==> src/rtl/pdet_pkg.sv <==
package pdet_pkg;

    typedef logic [7:0] byte_t;

    // Widest pattern buffer accepted by the length search
    localparam int MAX_BYTES = 32;
    typedef logic [8*MAX_BYTES-1:0] pat_buf_t;

    // Outcome of one accepted byte
    typedef enum logic [2:0] {
        STEP_HOLD     = 3'd0,
        STEP_ADVANCE  = 3'd1,
        STEP_COMPLETE = 3'd2,
        STEP_RESTART1 = 3'd3,
        STEP_RESTART0 = 3'd4
    } step_e;

    // Byte i of a packed string of nbytes bytes, first byte in the MSBs
    function automatic byte_t pat_byte(pat_buf_t p, int nbytes, int i);
        return p[8*(nbytes-1-i) +: 8];
    endfunction

    // Index of the first zero byte; nbytes when none is present
    function automatic int term_index(pat_buf_t p, int nbytes);
        int idx;
        idx = nbytes;
        for (int i = nbytes - 1; i >= 0; i--) begin
            if (pat_byte(p, nbytes, i) == 8'h00) idx = i;
        end
        return idx;
    endfunction

    function automatic int pos_width(int len);
        return (len <= 2) ? 1 : $clog2(len);
    endfunction

endpackage

==> src/rtl/pdet_char_sel.sv <==
module pdet_char_sel
    import pdet_pkg::*;
#(
    parameter int NBYTES = 4,
    parameter logic [8*NBYTES-1:0] PATTERN = {"ATZ", 8'h00},
    parameter int LEN = 3,
    parameter int POS_W = 2
) (
    input  logic [POS_W-1:0] pos_i,
    output byte_t            cur_char_o,
    output byte_t            nxt_char_o,
    output byte_t            first_char_o
);
    // Characters 0..LEN, the last one being the terminator
    byte_t chars [LEN+1];

    for (genvar g = 0; g <= LEN; g++) begin : g_chars
        if (g < NBYTES) begin : g_in
            assign chars[g] = PATTERN[8*(NBYTES-1-g) +: 8];
        end else begin : g_out
            assign chars[g] = 8'h00;
        end
    end

    assign first_char_o = chars[0];

    always_comb begin
        cur_char_o = chars[0];
        nxt_char_o = chars[1];
        for (int i = 0; i < LEN; i++) begin
            if (pos_i == POS_W'(i)) begin
                cur_char_o = chars[i];
                nxt_char_o = chars[i+1];
            end
        end
    end
endmodule

==> src/rtl/pdet_step.sv <==
module pdet_step
    import pdet_pkg::*;
#(
    parameter int POS_W = 2
) (
    input  logic             valid_i,
    input  byte_t            data_i,
    input  logic [POS_W-1:0] pos_i,
    input  byte_t            cur_char_i,
    input  byte_t            nxt_char_i,
    input  byte_t            first_char_i,
    output step_e            step_o,
    output logic [POS_W-1:0] pos_next_o,
    output logic             hit_o
);
    always_comb begin
        if (!valid_i) begin
            step_o = STEP_HOLD;
        end else if (data_i == cur_char_i) begin
            step_o = (nxt_char_i == 8'h00) ? STEP_COMPLETE : STEP_ADVANCE;
        end else if (data_i == first_char_i) begin
            step_o = STEP_RESTART1;
        end else begin
            step_o = STEP_RESTART0;
        end
    end

    always_comb begin
        hit_o = 1'b0;
        unique case (step_o)
            STEP_HOLD:     pos_next_o = pos_i;
            STEP_ADVANCE:  pos_next_o = pos_i + 1'b1;
            STEP_COMPLETE: begin
                pos_next_o = '0;
                hit_o      = 1'b1;
            end
            STEP_RESTART1: pos_next_o = POS_W'(1);
            default:       pos_next_o = '0;
        endcase
    end
endmodule

==> src/rtl/pdet_state_reg.sv <==
module pdet_state_reg #(
    parameter int POS_W = 2,
    parameter int LEN = 3
) (
    input  logic             clk_i,
    input  logic             rst_i,
    input  logic             valid_i,
    input  logic [POS_W-1:0] pos_next_i,
    input  logic             hit_i,
    output logic [POS_W-1:0] pos_o,
    output logic             match_o
);
    always_ff @(posedge clk_i) begin
        if (rst_i) begin
            pos_o   <= '0;
            match_o <= 1'b0;
        end else begin
            pos_o   <= pos_next_i;
            match_o <= hit_i;
        end
    end


    match_zero_pos_chk: assert property (@(posedge clk_i) disable iff (rst_i)
        match_o |-> (pos_o == '0));


    idle_hold_chk: assert property (@(posedge clk_i) disable iff (rst_i)
        !valid_i |=> ($stable(pos_o) && !match_o));


    pos_range_chk: assert property (@(posedge clk_i) disable iff (rst_i)
        32'(pos_o) < LEN);
endmodule

==> src/rtl/pattern_watch.sv <==
module pattern_watch
    import pdet_pkg::*;
#(
    parameter int NBYTES = 4,
    parameter logic [8*NBYTES-1:0] PATTERN = {"ATZ", 8'h00},
    localparam int LEN = term_index(pat_buf_t'(PATTERN), NBYTES),
    localparam int POS_W = pos_width(LEN)
) (
    input  logic             clk_i,
    input  logic             rst_i,
    input  logic             valid_i,
    input  logic [7:0]       data_i,
    output logic             match_o,
    output logic [POS_W-1:0] pos_o
);
    byte_t            cur_char, nxt_char, first_char;
    step_e            step;
    logic [POS_W-1:0] pos_next;
    logic             hit;

    pdet_char_sel #(
        .NBYTES(NBYTES), .PATTERN(PATTERN), .LEN(LEN), .POS_W(POS_W)
    ) u_sel (
        .pos_i(pos_o), .cur_char_o(cur_char),
        .nxt_char_o(nxt_char), .first_char_o(first_char)
    );

    pdet_step #(.POS_W(POS_W)) u_step (
        .valid_i(valid_i), .data_i(data_i), .pos_i(pos_o),
        .cur_char_i(cur_char), .nxt_char_i(nxt_char),
        .first_char_i(first_char), .step_o(step),
        .pos_next_o(pos_next), .hit_o(hit)
    );

    pdet_state_reg #(.POS_W(POS_W), .LEN(LEN)) u_reg (
        .clk_i(clk_i), .rst_i(rst_i), .valid_i(valid_i),
        .pos_next_i(pos_next), .hit_i(hit),
        .pos_o(pos_o), .match_o(match_o)
    );


    advance_chk: assert property (@(posedge clk_i) disable iff (rst_i)
        (valid_i && data_i == cur_char && nxt_char != 8'h00)
        |=> (pos_o == POS_W'($past(pos_o) + 1'b1)) && !match_o);


    complete_chk: assert property (@(posedge clk_i) disable iff (rst_i)
        (valid_i && data_i == cur_char && nxt_char == 8'h00) |=> match_o);


    restart_one_chk: assert property (@(posedge clk_i) disable iff (rst_i)
        (valid_i && data_i != cur_char && data_i == first_char)
        |=> (pos_o == POS_W'(1)) && !match_o);


    restart_zero_chk: assert property (@(posedge clk_i) disable iff (rst_i)
        (valid_i && data_i != cur_char && data_i != first_char)
        |=> (pos_o == '0) && !match_o);
endmodule

==> config.mk <==
export PLATFORM = sky130hd
export DESIGN_NAME = pattern_watch
export DESIGN_NICKNAME = d
export VERILOG_FILES = /design/src/rtl/pdet_pkg.sv /design/src/rtl/pdet_char_sel.sv /design/src/rtl/pdet_step.sv /design/src/rtl/pdet_state_reg.sv /design/src/rtl/pattern_watch.sv
export SDC_FILE = /design/constraint.sdc
export NUM_CORES = 1
export LEC_CHECK = 0
export CAP_MARGIN = 25
export CORE_AREA = 2 2 39 41
export DETAILED_ROUTE_END_ITERATION = 8
export DIE_AREA = 0 0 41 43
export DONT_BUFFER_PORTS = 1
export PLACE_DENSITY = 0.33
export SYNTH_ARGS = -nofsm -noshare
export SYNTH_HDL_FRONTEND = slang
export SYNTH_SLANG_ARGS = --single-unit
==> constraint.sdc <==
create_clock -name clk_i -period 4.1 [get_ports clk_i]
set_input_delay 0.82 -clock clk_i [delete_from_list [all_inputs] [get_ports clk_i]]
set_output_delay 0.82 -clock clk_i [all_outputs]
set_load 0.01 [all_outputs]
==> flow_metrics.py <==
metrics = {
    "sta": {
        "worst_slack_ps": 2330,
        "timing.fmax_mhz": 564.9,
        "drv_slew": 0,
        "worst_slew_pin_slew_ps": 255.0,
        "fin_crit_ps": 1770,
        "max_slew_margin_pct": 82.82,
        "hold_violations": 0,
        "fin_worst_skew_ps": 1.648,
        "setup_viol": 0,
        "rsz0062_at_grt": "false",
        "min_period_over_period_pct": 43.17,
        "tns_ps": 0,
        "timing.hold.ws_ps": 676.7,
    },
    "floorplanning": {
        "die_y_um": 43,
        "ios": 14,
        "std_cell_rows": 14,
        "coreArea_sq_mm": 0.001384,
        "die_w_um": 41,
        "start_util_pct": 16.91,
        "fp.dieArea_sq_mm": 0.001763,
    },
    "layout": {
        "fin_area_sq_um": 280.3,
        "fin_nets": 46,
        "multi_input_area_sq_um": 166.4,
        "fillers": 164,
        "syn_to_final_growth_pct": 19.79,
        "n_antenna_cell": 0,
        "drive_gt1_share_pct": 15.63,
        "seqCellArea_sq_um": 60.06,
    },
    "clock_tree": {
        "numCtsBuffers": 3,
        "clockRootBuffer": "clkbuf_4",
        "cts_tree": "done",
        "cts_max_level": 1,
        "cts_resized": 0,
        "clock_path_buffers": 2,
        "clk_pin_slew_ps": 30,
        "clock-sinks": 3,
        "ctsHoldBuffers": 0,
        "cts_setup_buffers": 0,
        "clk_latency_ps": 230,
    },
    "synthesis": {
        "async_reset_ff_share_pct": 0,
        "synth-seq-cells": 3,
        "synth_edf_count": 0,
        "synth_area_leaders": "dfxtp_1 26%, ha_1 11%, nor3_1 6.4%, and3_1 5.3%, nor3b_2 5.3%",
        "synthCells": 28,
        "ys.flop_type": "dfxtp_1",
        "synth_top_area_share_pct": 25.67,
        "syn-cell-area_sq_um": 234.0,
        "synthesis.nets": 41,
        "post_synth.cell_area_avg_sq_um": 8.356,
        "yosysSeqAreaShare_pct": 25.67,
        "yosysWarnings": 0,
        "yosysTopAreaCell": "dfxtp_1",
        "ys_top_cells_by_count": "3 x dfxtp_1, 3 x nor2_1, 3 x nor3_1",
        "synth_cell_types": 19,
    },
    "pwr": {
        "worst_ir_drop_vdd_mv": 0.1084,
        "pwr_density_cell_mw_per_mm2": 301.3,
        "p_total_uw": 84.44,
        "power.leakage_nw": 0.1137,
    },
    "routing": {
        "postRouteAntennaNets": 0,
        "num_vias": 212,
        "drc_errors": 0,
        "avgViaCountPerCell": 4.417,
        "dr.pass1.iters": 2,
        "wl_um": 551,
        "drt-initial-drc-count": 3,
        "wl_per_cell_um": 11.48,
    },
    "grt": {
        "gr-total-overflow": 0,
        "globalRoute.busiestLayer": "met2",
        "use_met3_pct": 1.571,
        "grt_usage_pct": 7.723,
        "grt_use_met2_pct": 12.19,
        "met1_usage_pct": 6.410,
        "grt_max_degree": 6,
        "grt_pass1_vias": 219,
        "grt_pass1_wl_um": 834,
        "antenna_found_initial": 0,
    },
    "critical_path": {
        "critPathKind": "flip-flop to flip-flop",
        "worst_ep_required_time_ps": 4210,
        "crit_arrival_ps": 1880,
        "r2r_slack_ps": 2330,
        "endpoint_kind": "flip-flop",
        "crit_fanout": 4,
        "cp-start-kind": "flip-flop",
    },
    "place": {
        "io_buffers": 0,
        "place_area_sq_um": 254.0,
        "gp_congestion": 0.7097,
        "hpwl_um": 448.8,
        "dp_slack_ps": 2336,
    },
    "job": {
        "maxCapViolCount": 0,
    },
    "hold_path": {
        "hold_path.class": "flip-flop to flip-flop",
    },
    "run_status": {
        "status": "completed",
    },
}
[final cells by class]
type / count / share of cell area, %
sequential: 3 / 21.43
multi-input combinational: 23 / 59.38
clock buffer: 4 / 9.375
tap: 16 / 7.143
inverter: 2 / 2.679
[cell families after synthesis]
kind of cell / Yosys count / share of synthesized area, %
buffers and inverters: 2 / 3.210
DFF: 3 / 25.67
and+or+nand+nor: 15 / 40.11
xor gates and xnor gates: 1 / 3.744
adders and majority gates: 2 / 10.69
AOI/OAI and AO/OA: 5 / 16.57
[layout by cell type, fill, tap and decap left out, drive strengths merged]
| cell type | count |
|---|---|
| clkbuf | 4 |
| nor3 | 3 |
| nor2 | 3 |
| dfxtp | 3 |
| inv | 2 |
| and3 | 2 |
| ha | 2 |
| nor3b | 2 |
| nand2b | 1 |
| nand3b | 1 |
| o21ai | 1 |
| xnor2 | 1 |
| o211a | 1 |
| and2 | 1 |
| nor2b | 1 |
| a31o | 1 |
| nand4 | 1 |
| a21oi | 1 |
| a311o | 1 |
[flip-flops by register name (all words and copies together), names as in the netlist]
signal and cells:
u_reg.match_o 1, u_reg.pos_o 2
[power breakdown]
part	switching (mW)	leakage, nW	total (mW)	internal [mW]
Combinational	0.00176	0.0746	0.00404	0.00229
Clock	0.0145	0.0150	0.0509	0.0364
Sequential	0.0000511	0.0242	0.0294	0.0294
[worst paths after layout]
check                              start                          end  cells past startpoint
max          u_reg.pos_o[0]$_SDFFE_PP0P_  u_reg.pos_o[0]$_SDFFE_PP0P_                      6
min          u_reg.pos_o[0]$_SDFFE_PP0P_  u_reg.pos_o[0]$_SDFFE_PP0P_                      2
max reg2reg  u_reg.pos_o[0]$_SDFFE_PP0P_  u_reg.pos_o[0]$_SDFFE_PP0P_                      6
min reg2reg  u_reg.pos_o[0]$_SDFFE_PP0P_  u_reg.pos_o[0]$_SDFFE_PP0P_                      2
[through the flow]
step | utilization [%] | instances
floorplan | - | 28
global placement | 18.35 | 44
detailed placement | 18.35 | 44
CTS | 20.25 | 48
global route | 20.25 | 48
finish | 20.25 | 48
[routing by layer]
layer  wire (um)  vias up
li1            -      109
met1         188       99
met2         323        4
met3          39        0
met4           0        0
met5           0        -
[worst max-delay path: stages, from the launching register on]
cell,delay (ps)
dfxtp_1,430
inv_1,90
ha_1,330
nand2b_1,150
o21ai_0,230
a21oi_1,110
a311o_1,320
Note: power is estimated with default switching activity, not from simulation.
